### config.mk
export PLATFORM = sky130hd
export DESIGN_NAME = smb_reg_slave
export DESIGN_NICKNAME = d
export VERILOG_FILES = /design/src/rtl/smbslv_pkg.sv /design/src/rtl/smbslv_deglitch.sv /design/src/rtl/smbslv_busev.sv /design/src/rtl/smb_reg_slave.sv
export SDC_FILE = /design/constraint.sdc
export NUM_CORES = 1
export LEC_CHECK = 0
export BUFFER_PORTS_ARGS = -buffer_cell sky130_fd_sc_hd__buf_2
export CAP_MARGIN = 20
export CELL_PAD_IN_SITES_DETAIL_PLACEMENT = 1
export CELL_PAD_IN_SITES_GLOBAL_PLACEMENT = 2
export CORE_ASPECT_RATIO = 1.25
export CORE_MARGIN = 5
export CORE_UTILIZATION = 39
export CTS_BUF_LIST = sky130_fd_sc_hd__clkbuf_8
export DETAILED_ROUTE_END_ITERATION = 7
export GPL_TIMING_DRIVEN = 1
export PLACE_DENSITY = 0.89
export SYNTH_ARGS = -nofsm -noshare
export SYNTH_HDL_FRONTEND = slang
export SYNTH_SLANG_ARGS = --single-unit
### constraint.sdc
create_clock -name clk -period 2.3 [get_ports clk]
set_input_delay 0.23 -clock clk [delete_from_list [all_inputs] [get_ports clk]]
set_output_delay 0.23 -clock clk [all_outputs]
set_load 0.02 [all_outputs]
### src/rtl/smbslv_pkg.sv
`timescale 1ns/1ps
package smbslv_pkg;
    localparam int BYTE_W = 8;
    localparam int CNT_W  = $clog2(BYTE_W + 1);

    typedef logic [BYTE_W-1:0] byte_t;

    typedef enum logic [2:0] {S_IDLE, S_RX, S_ACK, S_TX, S_MACK, S_SKIP} sl_state_e;
    typedef enum logic [1:0] {K_ADDR, K_PTR, K_DATA} rx_kind_e;

    typedef struct packed {
        logic sda;
        logic rise;
        logic fall;
        logic start;
        logic stop;
        logic tmo;
    } bus_ev_t;

    localparam byte_t ID_CODE  = 8'h61;
    localparam byte_t REV_CODE = 8'h00;
    localparam byte_t TMO_REG  = 8'h22;
    localparam byte_t SPLIT_LO = 8'h09;
    localparam byte_t SPLIT_HI = 8'h0E;
    localparam byte_t SPLIT_D  = 8'h06;

    function automatic logic shared_reg(byte_t a);
        return (a >= 8'h11 && a <= 8'h14) || a == 8'h19 || (a >= 8'h20 && a <= 8'h22);
    endfunction

    function automatic logic ext_readable(byte_t a);
        return (a <= 8'h08) || a == 8'h10 || shared_reg(a);
    endfunction

    function automatic logic const_reg(byte_t a);
        return a == 8'hFE || a == 8'hFF;
    endfunction

    function automatic logic writable(byte_t a);
        return (a >= SPLIT_LO && a <= 8'h0F) || shared_reg(a);
    endfunction

    function automatic logic ptr_valid(byte_t a);
        return ext_readable(a) || writable(a) || const_reg(a);
    endfunction

    function automatic byte_t wr_target(byte_t a);
        return (a >= SPLIT_LO && a <= SPLIT_HI) ? a - SPLIT_D : a;
    endfunction

    function automatic byte_t const_val(byte_t a);
        return (a == 8'hFE) ? ID_CODE : ((a == 8'hFF) ? REV_CODE : '0);
    endfunction
endpackage

### src/rtl/smbslv_deglitch.sv
`timescale 1ns/1ps
module smbslv_deglitch #(
    parameter int FILT_LEN = 3
) (
    input  logic clk,
    input  logic rst,
    input  logic din,
    output logic dout
);
    localparam int CW = $clog2(FILT_LEN + 1);

    logic [1:0]    sync;
    logic [CW-1:0] run;

    always_ff @(posedge clk) begin
        if (rst) begin
            sync <= 2'b11;
            dout <= 1'b1;
            run  <= '0;
        end else begin
            sync <= {sync[0], din};
            if (sync[1] == dout) begin
                run <= '0;
            end else if (run == CW'(FILT_LEN - 1)) begin
                dout <= sync[1];
                run  <= '0;
            end else begin
                run <= run + 1'b1;
            end
        end
    end

    // the filtered line only moves toward the synchronized value
    assert_filt_follow_R1: assert property (@(posedge clk) disable iff (rst)
        (dout != $past(dout)) |-> (dout == $past(sync[1])));
endmodule

### src/rtl/smbslv_busev.sv
`timescale 1ns/1ps
module smbslv_busev
    import smbslv_pkg::*;
#(
    parameter int TMO_CYC = 6000000
) (
    input  logic    clk,
    input  logic    rst,
    input  logic    scl,
    input  logic    sda,
    input  logic    tmo_en,
    output bus_ev_t ev
);
    localparam int TW = $clog2(TMO_CYC + 1);

    logic          scl_q, sda_q, tmo_q, chg, idle_hi;
    logic [TW-1:0] low_cnt;

    assign chg     = (scl != scl_q) || (sda != sda_q);
    assign idle_hi = scl && sda;

    always_ff @(posedge clk) begin
        if (rst) begin
            scl_q   <= 1'b1;
            sda_q   <= 1'b1;
            low_cnt <= '0;
            tmo_q   <= 1'b0;
        end else begin
            scl_q <= scl;
            sda_q <= sda;
            tmo_q <= tmo_en && !idle_hi && !chg && (low_cnt == TW'(TMO_CYC - 1));
            if (!tmo_en || idle_hi || chg)
                low_cnt <= '0;
            else if (low_cnt != TW'(TMO_CYC))
                low_cnt <= low_cnt + 1'b1;
        end
    end

    always_comb begin
        ev.sda   = sda;
        ev.rise  = scl && !scl_q;
        ev.fall  = !scl && scl_q;
        ev.start = scl && scl_q && sda_q && !sda;
        ev.stop  = scl && scl_q && !sda_q && sda;
        ev.tmo   = tmo_q;
    end

    // no timeout event unless the enable was set
    assert_tmo_gate_R10: assert property (@(posedge clk) disable iff (rst)
        tmo_q |-> $past(tmo_en));
endmodule

### src/rtl/smb_reg_slave.sv
`timescale 1ns/1ps
module smb_reg_slave
    import smbslv_pkg::*;
#(
    parameter logic [6:0] OWN_ADDR = 7'h4C,
    parameter logic [6:0] ARA_ADDR = 7'h0C,
    parameter int         FILT_LEN = 3,
    parameter int         TMO_CYC  = 6000000
) (
    input  logic       clk,
    input  logic       rst,
    input  logic       scl_i,
    input  logic       sda_i,
    output logic       sda_oe,
    output logic [7:0] rf_addr,
    output logic       rf_rd,
    input  logic [7:0] rf_rdata,
    output logic       rf_wr,
    output logic [7:0] rf_wdata,
    input  logic       alert_req,
    output logic       alert_done
);
    localparam logic [CNT_W-1:0] BITS     = CNT_W'(BYTE_W);
    localparam byte_t            ARA_RESP = {OWN_ADDR, 1'b1};
    localparam byte_t            ARA_BYTE = {ARA_ADDR, 1'b1};

    logic       scl_f, sda_f;
    bus_ev_t    ev;
    sl_state_e  st;
    rx_kind_e   kind, nkind;
    logic       to_tx, ara, mack_ok, oe, done, tmo_en;
    logic       rd_q, wr_q;
    logic [CNT_W-1:0] cnt;
    byte_t      sh, tx, ptr, addr_q, wdat_q;
    logic       quiet, byte_done, own_hit, ara_hit, rd_fetch, ara_load, store;

    smbslv_deglitch #(.FILT_LEN(FILT_LEN)) i_flt_scl (
        .clk(clk), .rst(rst), .din(scl_i), .dout(scl_f));
    smbslv_deglitch #(.FILT_LEN(FILT_LEN)) i_flt_sda (
        .clk(clk), .rst(rst), .din(sda_i), .dout(sda_f));
    smbslv_busev #(.TMO_CYC(TMO_CYC)) i_busev (
        .clk(clk), .rst(rst), .scl(scl_f), .sda(sda_f), .tmo_en(tmo_en), .ev(ev));

    assign quiet     = !ev.tmo && !ev.start && !ev.stop;
    assign byte_done = quiet && st == S_RX && ev.fall && cnt == BITS;
    assign own_hit   = sh[BYTE_W-1:1] == OWN_ADDR;
    assign ara_hit   = sh == ARA_BYTE && alert_req;
    assign ara_load  = byte_done && kind == K_ADDR && !own_hit && ara_hit;
    assign rd_fetch  = (byte_done && kind == K_ADDR && own_hit && sh[0])
                     || (quiet && st == S_MACK && ev.rise && !ev.sda && !ara);
    assign store     = byte_done && kind == K_DATA;

    // Control: frame state, ACK drive, pointer
    always_ff @(posedge clk) begin
        if (rst) begin
            st <= S_IDLE; kind <= K_ADDR; nkind <= K_ADDR;
            to_tx <= 1'b0; ara <= 1'b0; mack_ok <= 1'b0; oe <= 1'b0; done <= 1'b0;
            cnt <= '0; sh <= '0; ptr <= '0;
        end else begin
            done <= 1'b0;
            if (ev.tmo || ev.stop) begin
                st <= S_IDLE;
                oe <= 1'b0;
            end else if (ev.start) begin
                st <= S_RX; kind <= K_ADDR; cnt <= '0; oe <= 1'b0; ara <= 1'b0;
            end else begin
                unique case (st)
                    S_RX: begin
                        if (ev.rise) begin
                            sh  <= {sh[BYTE_W-2:0], ev.sda};
                            cnt <= cnt + 1'b1;
                        end else if (byte_done) begin
                            unique case (kind)
                                K_ADDR: begin
                                    if (own_hit) begin
                                        st <= S_ACK; oe <= 1'b1; to_tx <= sh[0]; nkind <= K_PTR;
                                    end else if (ara_hit) begin
                                        st <= S_ACK; oe <= 1'b1; to_tx <= 1'b1; ara <= 1'b1;
                                    end else begin
                                        st <= S_SKIP;
                                    end
                                end
                                K_PTR: begin
                                    if (ptr_valid(sh)) begin
                                        st <= S_ACK; oe <= 1'b1; to_tx <= 1'b0;
                                        nkind <= K_DATA; ptr <= sh;
                                    end else begin
                                        st <= S_SKIP;
                                    end
                                end
                                default: begin
                                    st <= S_ACK; oe <= 1'b1; to_tx <= 1'b0; nkind <= K_DATA;
                                end
                            endcase
                        end
                    end
                    S_ACK: begin
                        if (ev.fall) begin
                            cnt <= '0;
                            if (to_tx) begin
                                st <= S_TX; oe <= ~tx[BYTE_W-1];
                            end else begin
                                st <= S_RX; kind <= nkind; oe <= 1'b0;
                            end
                        end
                    end
                    S_TX: begin
                        if (ev.rise) begin
                            cnt <= cnt + 1'b1;
                        end else if (ev.fall) begin
                            if (cnt == BITS) begin
                                oe <= 1'b0; st <= S_MACK;
                            end else begin
                                oe <= ~tx[3'd7 - cnt[2:0]];
                            end
                        end
                    end
                    S_MACK: begin
                        if (ev.rise) begin
                            mack_ok <= ~ev.sda;
                            if (ara) done <= 1'b1;
                        end else if (ev.fall) begin
                            cnt <= '0;
                            if (mack_ok) begin
                                st <= S_TX; oe <= ~tx[BYTE_W-1];
                            end else begin
                                st <= S_SKIP;
                            end
                        end
                    end
                    default: ;
                endcase
            end
        end
    end

    // Datapath: register file strobes, transmit byte, timeout enable copy
    always_ff @(posedge clk) begin
        if (rst) begin
            rd_q <= 1'b0; wr_q <= 1'b0; addr_q <= '0; wdat_q <= '0; tx <= '0; tmo_en <= 1'b0;
        end else begin
            rd_q <= 1'b0;
            wr_q <= 1'b0;
            if (rd_q) tx <= rf_rdata;
            if (ara_load) begin
                tx <= ARA_RESP;
            end else if (rd_fetch) begin
                if (ext_readable(ptr)) begin
                    rd_q   <= 1'b1;
                    addr_q <= ptr;
                end else begin
                    tx <= const_val(ptr);
                end
            end
            if (store) begin
                if (writable(ptr)) begin
                    wr_q   <= 1'b1;
                    addr_q <= wr_target(ptr);
                    wdat_q <= sh;
                end
                if (ptr == TMO_REG) tmo_en <= sh[BYTE_W-1];
            end
        end
    end

    assign sda_oe     = oe;
    assign rf_addr    = addr_q;
    assign rf_rd      = rd_q;
    assign rf_wr      = wr_q;
    assign rf_wdata   = wdat_q;
    assign alert_done = done;

    // SDA released while idle or ignoring the bus
    assert_skip_quiet_R2: assert property (@(posedge clk) disable iff (rst)
        (st == S_SKIP || st == S_IDLE) |-> !sda_oe);
    // write strobe lasts one cycle
    assert_wr_once_R7: assert property (@(posedge clk) disable iff (rst)
        rf_wr |=> !rf_wr);
    // read and write strobes never overlap
    assert_rw_excl_R4: assert property (@(posedge clk) disable iff (rst)
        !(rf_wr && rf_rd));
    // alert_done only in an alert response transfer
    assert_done_ara_R8: assert property (@(posedge clk) disable iff (rst)
        alert_done |-> ara);
    // a timeout event leaves the slave idle
    assert_tmo_idle_R10: assert property (@(posedge clk) disable iff (rst)
        ev.tmo |=> (st == S_IDLE && !sda_oe));
    // pointer stable while a byte is sent
    assert_ptr_hold_R3: assert property (@(posedge clk) disable iff (rst)
        (st == S_TX) |-> $stable(ptr));
endmodule

==> flow_summary.toml <==
[final_layout]
layout.nets = 600
fillers = 1428
final_common_cell = "dfxtp_1"
final_cell_mix = "dfxtp_1, nor2_1, mux2i_1"
drive_above_1_share_pct = 17.4
area_growth_pct = 13.8
fin_cells = 741
diodes = 0

[timing]
drv_slew = 0
rsz0062_at_grt = "no"
final_hold_viol_count = 0
max_freq_ghz = 0.459
layout_min_cycle_time_ns = 2.18
maxSlewHeadroom_pct = 61.3
setup_violations = 0
tightestPinTransition_ns = 0.580
final.setup.worst_slack_ns = 0.119
timing.hold.ws_ns = 0.0381
tns_ns = 0
skew_ns = 0.0127
fin_crit_sh_pct = 94.8

[setup_path]
cp_max_fo = 6
crit_path_end_kind = "register"
crit_chain = "inv_1 -> ha_1 -> and4b_2 -> nand3_2 -> o31ai_4 -> a22oi_2 -> buf_4 -> and3_1"
cp-start-kind = "register"
r2r_setup_slack_ns = 0.12
r2r-start = "i_flt_scl.dout$_SDFFE_PP1P_"
rr_endpoint = "rf_addr[6]$_SDFF_PP0_"
cp_slowest_cell = "o31ai_4"
arrival_ns = 2.45
critPathMaxStageDelay_ns = 0.39
r2r_cells = 8
critPathKind = "reg -> reg"
cp_data_required_time_ns = 2.57

[worst_hold_path]
min-delay-start = "sda_i"
min_to = "i_flt_sda.sync[0]$_SDFF_PP1_"
worstHoldPathCells = 2
worstHoldPathType = "in -> reg"

[pwr]
power.density_mw_per_mm2 = 603
static-leakage-power_nw = 2.14
vdd_drop_max_mv = 0.321

[drt]
drt-initial-drc-count = 159
routedWlPerCell_um = 15.7
postRouteAntennaNets = 0
vias = 3913
finalWirelength_mm = 11.6
viasPerCell = 5.28
drtPass1Iterations = 4
drc_errors = 0

[synthesis]
ys_warn_count = 0
synth.ff_latch_count = 95
yosysTopAreaCell = "dfxtp_1"
synth_flop_cell = "dfxtp_1"
ys_seq_area_share_pct = 40.5
synth.distinct_cells = 68
synth.top_cell.area_share_pct = 40.5
syn-num-nets = 562
synthTopCellsByArea = "dfxtp_1, mux2i_1, nor2_1"
synth_edf_count = 0
netlist_instances = 537
syn_area_per_cell_um2 = 8.74
mappedNetlistArea_mm2 = 0.00469
async_flop_share_pct = 0

[place]
dp.cells = 721
preCtsSetupSlack_ns = 0.0679
io_buffers = 32
place_congestion = 0.858
detailed_place_hpwl_mm = 8.76

[clock_network]
clk_latency_ns = 0.38
cts.sinks = 95
cts_buffer_depth = 2
htreeDepth = 3
cts_tree = "built"
path_clk_slew_ns = 0.09
cts_root_buffer = "clkbuf_8"
cts_made_buffers = 9
hold_buffers = 0

[floorplan]
io_pins = 33
fp.dieH_um = 133
core_mm2 = 0.0117
initial_core_util_pct = 40.0
die_area_mm2 = 0.0143
die_w_um = 108
num_rows = 44

[global_routing]
grt_pass1_wl_mm = 19.8
grt_pass1_vias = 4021
grt_max_degree = 57
grtUsageTotal_pct = 16.9
grt-ovfl-total = 0
antenna_found_initial = 0

[status]
status = "complete, no violations"

[flow_run]
maxCapViolations = 0
==> sequential cells by signal, indices dropped and copies added (netlist names), 3 cells and up <==
name / flops
cnt: 4
ptr: 8
i_busev.low_cnt: 23
rf_wdata: 8
tx: 8
st: 3
rf_addr: 8
sh: 8
==> worst max-delay path, delay by kind of cell (launching register included) <==
family	cells	cell delay [ns]
AO/OA/AOI/OAI	2	0.61
AND/OR/NAND/NOR	3	0.59
flip-flops	1	0.35
buffers and inverters	2	0.32
adder cells (fa/ha/maj)	1	0.22
==> Yosys cell counts, types with 2 or more instances <==
master	instances
dfxtp_1	95
nor2_1	91
mux2i_1	38
nand2_1	32
a21oi_1	22
nand3_1	22
clkbuf_1	20
inv_1	20
xor2_1	16
nor3_1	14
ha_1	12
nand4_1	11
o21ai_0	9
nand2b_1	8
xnor2_1	8
and3_1	7
o211ai_1	7
buf_2	6
nand3b_1	6
nor2b_1	6
nor4_1	6
mux2_2	5
nor4b_1	5
or3_1	5
and4_1	4
or2_2	4
a211oi_1	3
a31oi_1	3
o21a_1	3
o21bai_1	3
a2111oi_1	2
a221oi_1	2
a311oi_1	2
buf_4	2
mux4_2	2
nand4b_1	2
nor3b_1	2
or4_1	2
==> worst max path at each step <==
stage | startpoint | endpoint | slack (ns) | cells past startpoint
floorplan | sh[1]$_SDFFE_PP0P_ | ptr[0]$_SDFFE_PP0P_ | 0.27 | 7
global route | i_flt_scl.dout$_SDFFE_PP1P_ | rf_addr[6]$_SDFF_PP0_ | 0.000002 | 8
finish | i_flt_scl.dout$_SDFFE_PP1P_ | rf_addr[6]$_SDFF_PP0_ | 0.12 | 8
global placement | i_flt_scl.dout$_SDFFE_PP1P_ | tx[6]$_SDFF_PP0_ | 0.17 | 7
detailed placement | i_flt_scl.dout$_SDFFE_PP1P_ | tx[6]$_SDFF_PP0_ | 0.07 | 7
CTS | i_flt_scl.dout$_SDFFE_PP1P_ | rf_addr[4]$_SDFF_PP0_ | 0.03 | 7
==> cell families after synthesis <==
kind of cell	Yosys count	share of synthesized area (%)
flops	95	40.5
simple gates	233	24.8
xor+xnor	24	4.48
mux	45	10.3
fa+ha+maj	12	3.20
buf+inv	50	4.48
compound gates	78	12.3
==> per-stage QoR <==
step	instance area, um2	utilization (%)	total power (W)
finish	5340	45.6	0.00322
global route	5340	45.6	0.00336
detailed placement	5090	43.4	0.00216
global placement	5090	43.4	0.00215
floorplan	4690	-	0.00203
CTS	5280	45.0	0.00325
==> final cells by class <==
type | count | area (um2) | area share [%]
multi-input cells | 392 | 2610 | 48.9
clock buffers | 9 | 124 | 2.32
flip-flops and latches | 95 | 1900 | 35.6
well taps | 161 | 201 | 3.77
repair buffers | 57 | 360 | 6.74
inverters | 20 | 75.1 | 1.41
clock inverters | 7 | 65.1 | 1.22
==> routing by layer <==
metal / global-route usage (%) / vias up / share of wire [%] / wire length (um)
met5: 0 / - / 0 / 0
met4: 4.42 / 0 / 1.4 / 161
met2: 29.6 / 35 / 51 / 5930
li1: - / 1960 / - / -
met1: 21.1 / 1905 / 45 / 5270
met3: 3.27 / 13 / 2.2 / 257
==> power by group <==
part / switching, W / internal, W
Clock: 0.000599 / 0.000495
Combinational: 0.000270 / 0.000173
Sequential: 0.0000146 / 0.00167
Total: 0.000884 / 0.00234
==> what timing repair did <==
action                                  in CTS  in global routing
resized for setup                            0                 10
endpoints found under the setup margin       0                 12
setup buffers                                0                  4
Power figures use the tool's default switching activity.
